===== config.mk =====
export PLATFORM = sky130hd
export DESIGN_NAME = pwm_shadow_bank
export DESIGN_NICKNAME = d
export VERILOG_FILES = /design/src/rtl/pwm_shadow_pkg.sv /design/src/rtl/pwm_phase_acc.sv /design/src/rtl/pwm_cfg_regs.sv /design/src/rtl/pwm_out_stage.sv /design/src/rtl/pwm_channel.sv /design/src/rtl/pwm_shadow_bank.sv
export SDC_FILE = /design/constraint.sdc
export NUM_CORES = 1
export LEC_CHECK = 0
export ABC_AREA = 1
export BUFFER_PORTS_ARGS = -buffer_cell sky130_fd_sc_hd__clkbuf_2
export CAP_MARGIN = 20
export CORE_ASPECT_RATIO = 2
export CORE_MARGIN = 4
export CORE_UTILIZATION = 54
export DETAILED_ROUTE_END_ITERATION = 7
export PLACE_DENSITY = 0.75
export SYNTH_ARGS = -nofsm -noshare
export SYNTH_HDL_FRONTEND = slang
export SYNTH_HIERARCHICAL = 1
export SYNTH_SLANG_ARGS = --single-unit

===== constraint.sdc =====
create_clock -name clk -period 2 [get_ports clk]
set_input_delay 0.1 -clock clk [delete_from_list [all_inputs] [get_ports clk]]
set_output_delay 0.1 -clock clk [all_outputs]
set_load 0.005 [all_outputs]

===== src/rtl/pwm_shadow_pkg.sv =====
package pwm_shadow_pkg;

  localparam int WORD_W   = 32;
  localparam int EN_POS   = 31;
  localparam int REQ_POS  = 30;
  localparam int THR_W    = 8;
  localparam int STEP_LSB = 8;
  localparam int STEP_MAX = 22;

  // Assemble the read-back control word from its fields.
  function automatic logic [WORD_W-1:0] pack_word(
    input logic                en,
    input logic                req,
    input logic [STEP_MAX-1:0] step,
    input logic [THR_W-1:0]    thr
  );
    return {en, req, step, thr};
  endfunction

  // High phase of the output: top phase byte at or above the threshold.
  function automatic logic duty_high(
    input logic [THR_W-1:0] phase_top,
    input logic [THR_W-1:0] thr
  );
    return phase_top >= thr;
  endfunction

  // Mask of read-back bits that carry no field for a given step width.
  function automatic logic [WORD_W-1:0] spare_mask(input int step_w);
    logic [WORD_W-1:0] m;
    m = 32'h3FFF_FF00;
    for (int k = 0; k < STEP_MAX; k++) begin
      if (k < step_w) m[STEP_LSB + k] = 1'b0;
    end
    return m;
  endfunction

endpackage


===== src/rtl/pwm_phase_acc.sv =====
module pwm_phase_acc #(
  parameter int BU_W = 10
) (
  input  logic            clk,
  input  logic            rst_n,
  input  logic [BU_W-1:0] step,
  output logic [BU_W-1:0] phase,
  output logic            wrap
);
  logic [BU_W:0] sum;

  always_comb begin
    sum  = {1'b0, phase} + {1'b0, step};
    wrap = sum[BU_W];
  end

  always_ff @(posedge clk or negedge rst_n) begin
    if (!rst_n) phase <= '0;
    else        phase <= sum[BU_W-1:0];
  end
endmodule


===== src/rtl/pwm_cfg_regs.sv =====
module pwm_cfg_regs
  import pwm_shadow_pkg::*;
#(
  parameter int BU_W = 10
) (
  input  logic              clk,
  input  logic              rst_n,
  input  logic              wr_en,
  input  logic [WORD_W-1:0] wdata,
  input  logic              cycle_start,
  output logic              reg_en,
  output logic [BU_W-1:0]   reg_step,
  output logic [THR_W-1:0]  reg_thr,
  output logic              pending,
  output logic [BU_W-1:0]   act_step,
  output logic [THR_W-1:0]  act_thr,
  output logic              commit
);
  logic accept;

  assign accept = wr_en && !pending;
  assign commit = pending && cycle_start;

  always_ff @(posedge clk or negedge rst_n) begin
    if (!rst_n) begin
      reg_en   <= 1'b0;
      reg_step <= '0;
      reg_thr  <= '0;
    end else if (accept) begin
      reg_en   <= wdata[EN_POS];
      reg_step <= wdata[STEP_LSB +: BU_W];
      reg_thr  <= wdata[THR_W-1:0];
    end
  end

  always_ff @(posedge clk or negedge rst_n) begin
    if (!rst_n)                         pending <= 1'b0;
    else if (commit)                    pending <= 1'b0;
    else if (accept && wdata[REQ_POS])  pending <= 1'b1;
  end

  always_ff @(posedge clk or negedge rst_n) begin
    if (!rst_n) begin
      act_step <= '0;
      act_thr  <= '0;
    end else if (commit) begin
      act_step <= reg_step;
      act_thr  <= reg_thr;
    end
  end
endmodule


===== src/rtl/pwm_out_stage.sv =====
module pwm_out_stage
  import pwm_shadow_pkg::*;
#(
  parameter int BU_W = 10
) (
  input  logic             en,
  input  logic [BU_W-1:0]  phase,
  input  logic [THR_W-1:0] thr,
  output logic             out
);
  logic [THR_W-1:0] phase_top;

  assign phase_top = phase[BU_W-1 -: THR_W];
  assign out       = en && duty_high(phase_top, thr);
endmodule


===== src/rtl/pwm_channel.sv =====
module pwm_channel
  import pwm_shadow_pkg::*;
#(
  parameter int BU_W = 10
) (
  input  logic              clk,
  input  logic              rst_n,
  input  logic              wr_en,
  input  logic [WORD_W-1:0] wdata,
  output logic [WORD_W-1:0] word,
  output logic              out,
  output logic              en,
  output logic              pending,
  output logic              cycle_start
);
  logic [BU_W-1:0]  reg_step, act_step, phase;
  logic [THR_W-1:0] reg_thr, act_thr;
  logic             wrap, commit;

  // A new output cycle begins on a wrap, or at once if the accumulator idles.
  assign cycle_start = wrap || (act_step == '0);

  pwm_cfg_regs #(.BU_W(BU_W)) u_cfg (
    .clk         (clk),
    .rst_n       (rst_n),
    .wr_en       (wr_en),
    .wdata       (wdata),
    .cycle_start (cycle_start),
    .reg_en      (en),
    .reg_step    (reg_step),
    .reg_thr     (reg_thr),
    .pending     (pending),
    .act_step    (act_step),
    .act_thr     (act_thr),
    .commit      (commit)
  );

  pwm_phase_acc #(.BU_W(BU_W)) u_acc (
    .clk   (clk),
    .rst_n (rst_n),
    .step  (act_step),
    .phase (phase),
    .wrap  (wrap)
  );

  pwm_out_stage #(.BU_W(BU_W)) u_out (
    .en    (en),
    .phase (phase),
    .thr   (act_thr),
    .out   (out)
  );

  assign word = pack_word(en, pending, STEP_MAX'(reg_step), reg_thr);
endmodule


===== src/rtl/pwm_shadow_bank.sv =====
module pwm_shadow_bank
  import pwm_shadow_pkg::*;
#(
  parameter int NUM_CH      = 4,
  parameter int BU_W        = 10,
  parameter int STRIDE_LOG2 = 10,
  parameter int ADDR_W      = 12
) (
  input  logic              clk,
  input  logic              rst_n,
  input  logic              bus_sel,
  input  logic              bus_wr,
  input  logic [ADDR_W-1:0] bus_addr,
  input  logic [31:0]       bus_wdata,
  output logic [31:0]       bus_rdata,
  output logic [NUM_CH-1:0] pwm_out
);
  logic [NUM_CH-1:0]        ch_hit, ch_en, ch_pend, ch_start;
  logic [NUM_CH*WORD_W-1:0] ch_word;

  for (genvar i = 0; i < NUM_CH; i++) begin : g_ch
    assign ch_hit[i] = (bus_addr == ADDR_W'(i << STRIDE_LOG2));

    pwm_channel #(.BU_W(BU_W)) u_ch (
      .clk         (clk),
      .rst_n       (rst_n),
      .wr_en       (bus_sel && bus_wr && ch_hit[i]),
      .wdata       (bus_wdata),
      .word        (ch_word[i*WORD_W +: WORD_W]),
      .out         (pwm_out[i]),
      .en          (ch_en[i]),
      .pending     (ch_pend[i]),
      .cycle_start (ch_start[i])
    );
  end

  always_comb begin
    bus_rdata = '0;
    for (int i = 0; i < NUM_CH; i++) begin
      if (ch_hit[i]) bus_rdata = bus_rdata | ch_word[i*WORD_W +: WORD_W];
    end
  end
endmodule


==> flow_metrics.tcl, run 1 <==
set metrics [dict create \
    rsz0062_at_grt "yes" \
    dr_wl_met3_microns 1430 \
    cts_tree "done" \
    slew_headroom_pct 60.9 \
    die_h_microns 221 \
    antenna_found_initial 0 \
    worst-endpoint-arrival_ns 2.45 \
    syn_inst 1635 \
    endpoint_kind "flop" \
    rows 77 \
    powerDensity_mw_per_mm2 522 \
    top_layer "met4" \
    required_ns 2.33 \
    ys_ff_latch 192 \
    clkLatencyLatePin_ns 0.45 \
    fp.coreArea_sq_mm 0.0222 \
    run_status "finished with violations" \
    maxCapViolCount 0 \
    grt_pass1_wl_microns 51800 \
    clkSinkCount 192 \
    crit_slowest_cell "fa_2" \
    yosysWarnings 6 \
    wl_per_cell_microns 16.6 \
    ys.flop_type "dfrtp_1" \
    grt_pass1_vias 10700 \
    wl_microns 33700 \
    clockBufferDepth 2 \
    numCtsBuffers 17 \
    fin_nets 1873 \
    avgViaCountPerCell 5.30 \
    startpoint_type "flop" \
    hold_ws_ns 0.0291 \
    port_buffers 59 \
    netlist_area_sq_mm 0.0122 \
    first_iter_violations 739 \
    dp_cells 1964 \
    vdd_drop_max_mv 0.497 \
    drcViolationCount 0 \
    final_cells 2037 \
    async_flop_share_pct 100 \
    met1_length_microns 11500 \
    setup_ws_ns -0.115 \
    gr-total-overflow 0 \
    start_util_pct 55.2 \
    drive_above_1_share_pct 21.5 \
    fp.dieW_microns 114 \
    p_total_mw 7.43 \
    path_class "reg2reg" \
    p_leak_nw 8.20 \
    cpPeakStageDelay_ns 0.37 \
    io_pins 84 \
    finalCriticalPeriod_ns 2.12 \
    slew_viol_final 0 \
    ant_nets 0 \
    gp_congestion 0.944 \
    dieArea_sq_mm 0.0253 \
    final_common_cell "nand2_1" \
    grt_max_degree 66 \
    first_pass_iters 5 \
    syn_area_per_cell_sq_um 7.48 \
    max_freq_mhz 473 \
    grt.total_usage_pct 26.3 \
    finalCritPeriodShare_pct 106 \
    crit_top_cell "nand2_1" \
    synth_cell_types 33 \
    met2_length_microns 17900 \
    hold_viol_final 0 \
    vias 10800 \
    cts-root-buf "clkbuf_16" \
    violations "setup timing" \
    path_cells "ha_2 > inv_2 > fa_2 > o21ai_4 > nand2_2 > nand2_2 > nand2_1 > nand2_1 > o21bai_4 > nand2_4 > clkbuf_16 > nand2_1 > nand2_1" \
    hold_class "in2reg" \
    diodes 0 \
    critPathMaxFanout 9 \
    cts.clk_slew.worst_paths_ns 0.07 \
    synthToLayoutAreaGrowth_pct 16.3 \
    setup_violations 61 \
    worst-slew-pin-transition_ns 0.586 \
    finClkSkew_ns 0.0111 \
    synth_edf_count 0 \
    synth_seq_area_share_pct 39.3 \
    cts-htree-levels 4 \
    final_cell_mix "592 x nand2_1, 208 x nand3_1, 191 x dfrtp_1" \
    dp_hpwl_microns 24300 \
]
-- kinds of logic (layout without fill, tap and decap cells) --
family | count (synthesis) | after routing | share of synthesized area, %
flops | 192 | 192 | 39.3
other cells | 4 | 48 | 0.123
simple gates | 991 | 991 | 35.2
xor+xnor | 16 | 16 | 1.15
fa+ha+maj | 76 | 76 | 8.02
compound gates | 52 | 52 | 2.87
buf+inv | 304 | 386 | 13.3
-- per-stage QoR --
| stage | setup TNS (ns) | utilization (%) | setup slack (ns) | area [sq um] |
|---|---|---|---|---|
| finish | -3.36 | 64.2 | -0.115 | 14200 |
| global route | -10.52 | 64.2 | -0.192 | 14200 |
| CTS | -0.828 | 61.2 | -0.0496 | 13600 |
| detailed placement | -1.35 | 57.3 | -0.0728 | 12700 |
| global placement | -0.000908 | 57.3 | -0.000908 | 12700 |
| floorplan | 0 | - | 0.0426 | 12400 |
-- path summary, 6_finish.rpt --
path / from / endpoint / slack [ns] / cells after the start
worst max-delay path: g_ch[0].u_ch/u_cfg/act_step[0] / g_ch[0].u_ch/u_cfg/act_thr[7] / -0.12 / 13
worst min register to register: g_ch[0].u_ch/u_cfg/act_thr[3] / g_ch[0].u_ch/u_cfg/act_thr[3] / 0.49 / 2
worst min-delay path: bus_wdata[15] / g_ch[2].u_ch/u_cfg/reg_step[7] / 0.03 / 3
min in group asynchronous: rst_n / g_ch[1].u_ch/u_acc/phase[1] / 0.21 / 2
worst max register to register: g_ch[0].u_ch/u_cfg/act_step[0] / g_ch[0].u_ch/u_cfg/act_thr[7] / -0.12 / 13
max in group asynchronous: rst_n / g_ch[3].u_ch/u_cfg/act_step[1] / 1.03 / 3
-- Yosys cell counts (4+ instances only) --
master	n	area share, %
nor2_4	4	0.37
nand3_1	211	8.6
dfrtp_1	192	39
o21ai_2	4	0.29
a21oi_1	24	0.98
xnor2_1	4	0.29
nor2_2	5	0.26
fa_1	4	0.66
nor2_1	60	1.8
o21bai_2	4	0.37
clkinv_1	4	0.12
buf_6	18	1.7
o21bai_1	8	0.49
a31oi_1	4	0.20
nand3_2	29	2.4
conb_1	4	0.12
a21o_2	4	0.29
nand4_1	8	0.41
xor2_1	12	0.86
a21o_1	4	0.25
nand2_2	10	0.51
buf_2	21	0.86
buf_4	70	4.3
ha_1	72	7.4
nor3_1	4	0.16
inv_1	152	4.7
inv_2	33	1.0
nand2_1	655	20
nand2_4	4	0.37
buf_8	4	0.49
-- sequential cells by signal, summed over array words and instances (netlist names) --
signal                    count
g_ch.u_ch/u_cfg/act_step     40
g_ch.u_ch/u_cfg/reg_step     40
g_ch.u_ch/u_cfg/reg_en        4
g_ch.u_ch/u_cfg/pending       4
g_ch.u_ch/u_cfg/reg_thr      32
g_ch.u_ch/u_cfg/act_thr      32
g_ch.u_ch/u_acc/phase        40
-- power by group --
part           total, mW  internal (mW)  switching, mW
combinational      0.284         0.0832          0.201
sequential          3.89           3.89        0.00609
clock               3.25           1.77           1.48
total               7.43           5.74           1.69
-- final cells by class --
| cell class | instances | area, sq um |
|---|---|---|
| Fill cell | 1830 | 7940 |
| Sequential cell | 192 | 4810 |
| Multi-Input combinational cell | 1183 | 6440 |
| Inverter | 190 | 736 |
| Timing Repair Buffer | 165 | 1340 |
| Clock buffer | 22 | 464 |
| Clock inverter | 9 | 86.3 |
| Tap cell | 276 | 345 |
-- critical path: cells and delay by family, from the launching register on --
family	cells	cell delay, ns
DFF	1	0.35
buffers and inverters	2	0.24
adders and majority gates	2	0.56
and+or+nand+nor	7	0.55
AOI/OAI and AO/OA	2	0.31
-- layer usage --
metal	GRT usage, %	vias to the layer above
met5	0	-
met3	4.60	157
met2	46.8	391
li1	-	5234
met1	26.3	5011
met4	21.5	0
-- timing repair --
action | in CTS | in global routing
gates resized for setup | 40 | 107
endpoints found under the setup margin | 75 | 80
hold endpoints to repair | 124 | 0
pin swaps | 17 | 44
buffers inserted | 3 | 16
hold buffers | 18 | 0
cloned | 1 | 4
(Power assumes the default switching activity.)
==> run 2, diff against run 1 <==
- PLACE_DENSITY: 0.75 -> 0.76
- SYNTH_HIERARCHICAL: 1 -> default
==> run 2 against run 1 <==
Sequential power hardly changed. Critical endpoint is now pwm_out[3]. Via count is 16% lower. Clock power increased by 15%. Critical path type is now reg2out. Clock skew decreased by 0.0028 ns. Count of clock-buffer cells in the layout fell by 4. Utilization decreased by 2.1 points. The flow now finishes without violations. Die area is 13% lower. Largest power group unchanged. Total power grew 6.1%. Worst setup slack improved by 0.15 ns.
==> flow_metrics.tcl, run 2 <==
set metrics [dict create \
    cts-htree-levels 4 \
    cts.clk_slew.worst_paths_ns 0.07 \
    finalCriticalPeriod_ns 1.97 \
    dp_cells 1554 \
    ys_top_cells_by_area "dfrtp_1 46%, nand2_1 12%, ha_1 8.6%" \
    netlist.top_cell.by_area "dfrtp_1" \
    n_fill_cell 1699 \
    drive_above_1_share_pct 12.3 \
    path_class "reg2out" \
    top_regs "g_ch.u_ch.u_acc.phase x40, g_ch.u_ch.u_cfg.act_step x40, g_ch.u_ch.u_cfg.reg_step x40" \
    maxCapViolCount 0 \
    dieArea_sq_mm 0.0219 \
    met2_usage_pct 47.6 \
    required_ns 1.90 \
    dp_hpwl_microns 20800 \
    multiInputGateArea_sq_mm 0.00506 \
    path_cells "inv_1 > ha_4 > a21oi_1 > o21ai_1 > nand2_1 > nand4_1 > nand2_1 > inv_1 > clkbuf_2" \
    grt_pass1_vias 8961 \
    cts-root-buf "clkbuf_16" \
    cpPeakStageDelay_ns 0.39 \
    reg2reg_from "g_ch[3].u_ch.u_acc.phase[9]" \
    rows 72 \
    grt.total_usage_pct 26.2 \
    max_freq_mhz 508 \
    syn_inst 1270 \
    finClkSkew_ns 0.00837 \
    fp.coreArea_sq_mm 0.0193 \
    rsz0062_at_grt "yes" \
    grt_max_degree 73 \
    synth.top_cells.by_count "340 x nand2_1, 192 x dfrtp_1, 124 x nand3_1, 119 x inv_1, 94 x nand4_1" \
    syn_area_per_cell_sq_um 8.28 \
    powerDensity_mw_per_mm2 658 \
    power.internal_mw 6.17 \
    p_leak_nw 6.46 \
    final_common_cell "nand2_1" \
    critPathMaxFanout 2 \
    final_cell_mix "340 x nand2_1, 191 x dfrtp_1, 124 x nand3_1" \
    start_util_pct 54.6 \
    final_area_sq_mm 0.0120 \
    gp_congestion 0.935 \
    min_from "bus_wdata[14]" \
    avgViaCountPerCell 5.71 \
    fp.dieW_microns 107 \
    pwr-share-clk_pct 47.3 \
    slew_headroom_pct 57.3 \
    endpoint_kind "primary output" \
    synth_edf_count 0 \
    setup_tns_ns 0 \
    worst-slew-pin-transition_ns 0.640 \
    diodes 0 \
    antenna_found_initial 0 \
    clockBufferDepth 2 \
    clkLatencyLatePin_ns 0.44 \
    first_iter_violations 596 \
    grt_pass1_wl_microns 44800 \
    p_sw_share_pct 21.7 \
    ys.flop_type "dfrtp_1" \
    crit_start "g_ch[3].u_ch.u_cfg.act_thr[3]" \
    switching_power_mw 1.71 \
    synth_seq_area_share_pct 45.7 \
    cts_tree "done" \
    wl_microns 28400 \
    finalCritPeriodShare_pct 98.5 \
    run_status "completed" \
    drcViolationCount 0 \
    hold_viol_final 0 \
    met1_usage_pct 28.1 \
    async_flop_share_pct 100 \
    hold_class "in2reg" \
    ant_nets 0 \
    hold_ws_ns 0.00387 \
    port_buffers 59 \
    die_h_microns 205 \
    synthToLayoutAreaGrowth_pct 13.8 \
    synth_cell_types 34 \
    setup_violations 0 \
    yosys.cell_count.top_type "nand2_1" \
    wl_per_cell_microns 17.8 \
    use_met3_pct 3.20 \
    vias 9113 \
    final_cells 1597 \
    seqCellArea_sq_mm 0.00481 \
    clkSinkCount 192 \
    seqPwrFrac_pct 49.4 \
    first_pass_iters 5 \
    startpoint_type "flop" \
    io_pins 84 \
    power_frac_comb_pct 3.3 \
    yosysWarnings 0 \
    p_total_mw 7.88 \
    slew_viol_final 0 \
    worst-endpoint-arrival_ns 1.87 \
    busiest_layer "met2" \
    crit_slowest_cell "dfrtp_1" \
    fin_nets 1451 \
    ys_ff_latch 192 \
    vdd_drop_max_mv 0.695 \
    numCtsBuffers 17 \
    netlist_area_sq_mm 0.0105 \
    placed_area_sq_mm 0.0111 \
    yosysTopAreaCellShare_pct 45.7 \
    gr-total-overflow 0 \
]
==> run 2: cell count changes after synthesis, sizes merged, moves of 5 or more <==
cell and change:
nor2 -10, xor2 +12, or2 +5, clkbuf +30
a21oi +15, nand3 -116, buf -69, nand4 +87
o21ai +84, inv -66, nand2 -322
==> run 2: layout make-up <==
| type | instances | share of cell area [%] |
|---|---|---|
| multi-input combinational | 896 | 42.3 |
| sequential | 192 | 40.2 |
| timing repair buffer | 100 | 5.78 |
| inverter | 120 | 3.76 |
| clock buffer | 18 | 3.59 |
| tap | 259 | 2.71 |
| clock inverter | 12 | 1.73 |
==> run 2: logic make-up after synthesis <==
group | share of synthesized area, %
compound gates | 7.08
other cells | 0.0356
xor+xnor | 2.33
fa+ha+maj | 9.32
simple gates | 27.2
flops | 45.7
buf+inv | 8.38
==> run 2: power by group through the flow <==
stage	sequential, mW	combinational, mW	clock [mW]
2_1_floorplan	3.96	0.0966	0
3_3_place_gp	3.97	0.252	0
3_5_place_dp	3.97	0.254	0
4_1_cts	3.89	0.261	3.76
5_1_grt	3.89	0.289	3.90
6_report	3.89	0.260	3.73
==> run 2: routing by layer <==
metal	wire [microns]	up-vias
met5	0	-
met4	2010	0
met3	1350	105
met2	15100	326
met1	9870	4370
li1	-	4312
==> run 2: what timing repair did <==
| item | in CTS | in global routing |
|---|---|---|
| setup buffers | 0 | 6 |
| setup endpoints to repair | 18 | 57 |
| endpoints found under the hold margin | 172 | 0 |
| pin swaps | 0 | 8 |
| gates cloned | 0 | 3 |
| gates resized for setup | 2 | 36 |
| hold buffers | 4 | 0 |
==> run 2: critical path, delay by kind of cell (launching register included) <==
family / cells / cell delay [ns]
flops: 1 / 0.39
buf+inv: 3 / 0.25
compound gates: 2 / 0.24
simple gates: 3 / 0.35
fa+ha+maj: 1 / 0.21
==> run 2: path summary, 6_finish.rpt <==
kind | endpoint | slack, ns | cells past startpoint
worst max-delay path | pwm_out[3] | 0.03 | 9
min in group asynchronous | g_ch[3].u_ch.u_acc.phase[8] | 0.13 | 2
worst min-delay path | g_ch[3].u_ch.u_cfg.reg_step[6] | 0.004 | 3
worst min register to register | g_ch[2].u_ch.u_cfg.act_thr[2] | 0.48 | 2
worst max register to register | g_ch[3].u_ch.u_cfg.act_step[7] | 0.03 | 9
max in group asynchronous | g_ch[1].u_ch.u_acc.phase[3] | 1.16 | 3
==> run 2: per-stage QoR <==
stage               setup WS (ns)  utilization (%)
finish                     0.0303             62.1
global route              -0.0388             62.1
CTS                       0.00564             60.9
detailed placement        -0.0443             57.3
global placement         -0.00594             57.3
floorplan                  0.0813                -
==> run 3, diff against run 2 <==
- REMOVE_ABC_BUFFERS: default -> 1
==> run 3 against run 2 <==
Combinational power increased by 7%. Die area unchanged. Critical endpoint is now pwm_out[0]. Non-clock buffer count increased by 28. Highest routed layer unchanged. Utilization increased by 2.0 points. Via count increased by 2.6%.
==> flow_metrics.tcl, run 3 (synthesis results as in run 2) <==
set metrics [dict create \
    rows 72 \
    io_pins 84 \
    cts_tree "done" \
    setup_tns_ns 0 \
    port_buffers 59 \
    slew_headroom_pct 63.2 \
    cts.clk_slew.worst_paths_ns 0.07 \
    grt.total_usage_pct 26.7 \
    worst-endpoint-arrival_ns 1.88 \
    synthToLayoutAreaGrowth_pct 17.5 \
    wl_microns 29400 \
    setup_violations 0 \
    max_freq_mhz 504 \
    fp.dieW_microns 107 \
    path_delay_family "flip-flops" \
    power.internal_mw 6.06 \
    grt_pass1_vias 9383 \
    diodes 0 \
    seqPwrFrac_pct 50.0 \
    slew_viol_final 0 \
    cts-htree-levels 4 \
    final_common_cell "nand2_1" \
    clkLatencyLatePin_ns 0.44 \
    dp_hpwl_microns 21000 \
    maxCapViolCount 0 \
    grt_max_degree 65 \
    p_total_mw 7.78 \
    avgViaCountPerCell 5.74 \
    dieArea_sq_mm 0.0219 \
    critical_path.n_buffers_inverters 3 \
    final_cell_mix "334 x nand2_1, 192 x dfrtp_1, 123 x nand3_1" \
    drive_above_1_share_pct 15.3 \
    path_cells "inv_1 > ha_4 > a21oi_2 > o21ai_1 > nand2_1 > nand4_1 > nand2_1 > inv_1 > clkbuf_2" \
    fin_nets 1484 \
    finalCritPeriodShare_pct 99.1 \
    finalCriticalPeriod_ns 1.98 \
    first_iter_violations 609 \
    critPathMaxFanout 2 \
    wl_per_cell_microns 18.0 \
    drcViolationCount 0 \
    grt_pass1_wl_microns 46300 \
    first_pass_iters 6 \
    path_class "reg2out" \
    cpPeakStageDelay_ns 0.40 \
    vias 9354 \
    gr-total-overflow 0 \
    power_frac_comb_pct 3.6 \
    run_status "completed" \
    ant_nets 0 \
    placed_area_sq_mm 0.0111 \
    vdd_drop_max_mv 0.571 \
    switching_power_mw 1.72 \
    powerDensity_mw_per_mm2 629 \
    p_sw_share_pct 22.1 \
    crit_slowest_cell "dfrtp_1" \
    final_area_sq_mm 0.0124 \
    pwr-share-clk_pct 46.4 \
    rsz0062_at_grt "yes" \
    startpoint_type "flop" \
    start_util_pct 54.6 \
    hold_viol_final 0 \
    p_leak_nw 6.63 \
    endpoint_kind "primary output" \
    clkSinkCount 192 \
    fp.coreArea_sq_mm 0.0193 \
    required_ns 1.90 \
    n_fill_cell 1600 \
    antenna_found_initial 0 \
    die_h_microns 205 \
    clockBufferDepth 2 \
    top_regs "g_ch.u_ch.u_acc.phase x40, g_ch.u_ch.u_cfg.act_step x40, g_ch.u_ch.u_cfg.reg_step x40" \
    gp_congestion 0.974 \
    cts-root-buf "clkbuf_16" \
    hold_class "in2reg" \
    numCtsBuffers 17 \
    worst-slew-pin-transition_ns 0.552 \
    finClkSkew_ns 0.00737 \
]
[run 3: cell types whose count changed in the layout (fill, tap and decap cells not counted), sizes merged]
cell	previous run	this run
inv	123	122
buf	37	53
nand2	349	354
dlygate4sd3	4	16
bufinv	5	4
clkinvlp	1	3
[run 3: worst reg2reg max path, stage by stage, from the launching register on]
cell and delay [ns]:
dfrtp_1 0.42, ha_1 0.36, nand2_1 0.12, inv_1 0.05
a21oi_1 0.17, nand4_1 0.19, buf_4 0.20, buf_6 0.14
nand3_1 0.10, nand2_1 0.06
[run 3: area by class of cell]
| class | instances | area, sq um | area share [%] |
|---|---|---|---|
| multi-input cells | 901 | 5250 | 42.5 |
| flip-flops and latches | 192 | 4800 | 38.9 |
| repair buffers | 128 | 918 | 7.43 |
| inverters | 120 | 450 | 3.64 |
| clock buffers | 18 | 429 | 3.47 |
| well taps | 259 | 324 | 2.62 |
| clock inverters | 12 | 185 | 1.50 |
[run 3: path summary, 6_finish.rpt]
path	start	end	slack, ns	cells past startpoint
max	g_ch[0].u_ch.u_cfg.act_thr[3]	pwm_out[0]	0.02	9
min	bus_wdata[7]	g_ch[1].u_ch.u_cfg.reg_thr[7]	0.02	3
max reg2reg	g_ch[2].u_ch.u_acc.phase[9]	g_ch[2].u_ch.u_cfg.act_step[6]	0.08	9
min reg2reg	g_ch[3].u_ch.u_cfg.act_thr[7]	g_ch[3].u_ch.u_cfg.act_thr[7]	0.47	2
max in group asynchronous	rst_n	g_ch[0].u_ch.u_cfg.act_thr[5]	1.11	3
min in group asynchronous	rst_n	g_ch[2].u_ch.u_acc.phase[4]	0.22	2
[run 3: power groups by stage]
stage,sequential (mW),clock (mW),combinational (mW)
after CTS,3.89,3.63,0.275
final,3.89,3.61,0.278
after floorplan,3.97,0,0.0626
after detailed placement,3.97,0,0.248
after global placement,3.97,0,0.245
after global routing,3.89,3.80,0.308
[run 3: per-layer routing]
metal	up-vias	GRT usage, %	wire length [microns]
met5	-	0	0
met4	0	16.7	2060
met3	121	4.02	1090
met2	348	49.8	16100
met1	4500	27.3	10100
li1	4385	-	-
[run 3: timing repair]
item / CTS / global route
hold buffers: 16 / 0
endpoints found under the setup margin: 22 / 70
resized for setup: 10 / 58
gates cloned: 2 / 7
buffers inserted: 0 / 12
pin swaps: 5 / 20
hold endpoints to repair: 95 / 0
[run 3: metrics by stage]
stage / instances / hold slack, ns / worst slack [ns] / utilization, %
finish: 1630 / 0.0241 / 0.0175 / 64.1
global route: 1630 / 0.0277 / -0.111 / 64.1
CTS: 1611 / 0.00164 / -0.0123 / 62.0
detailed placement: 1563 / 0.131 / -0.0386 / 57.6
global placement: 1563 / 0.130 / 0.0265 / 57.6
floorplan: 1206 / -0.196 / -1.75 / -
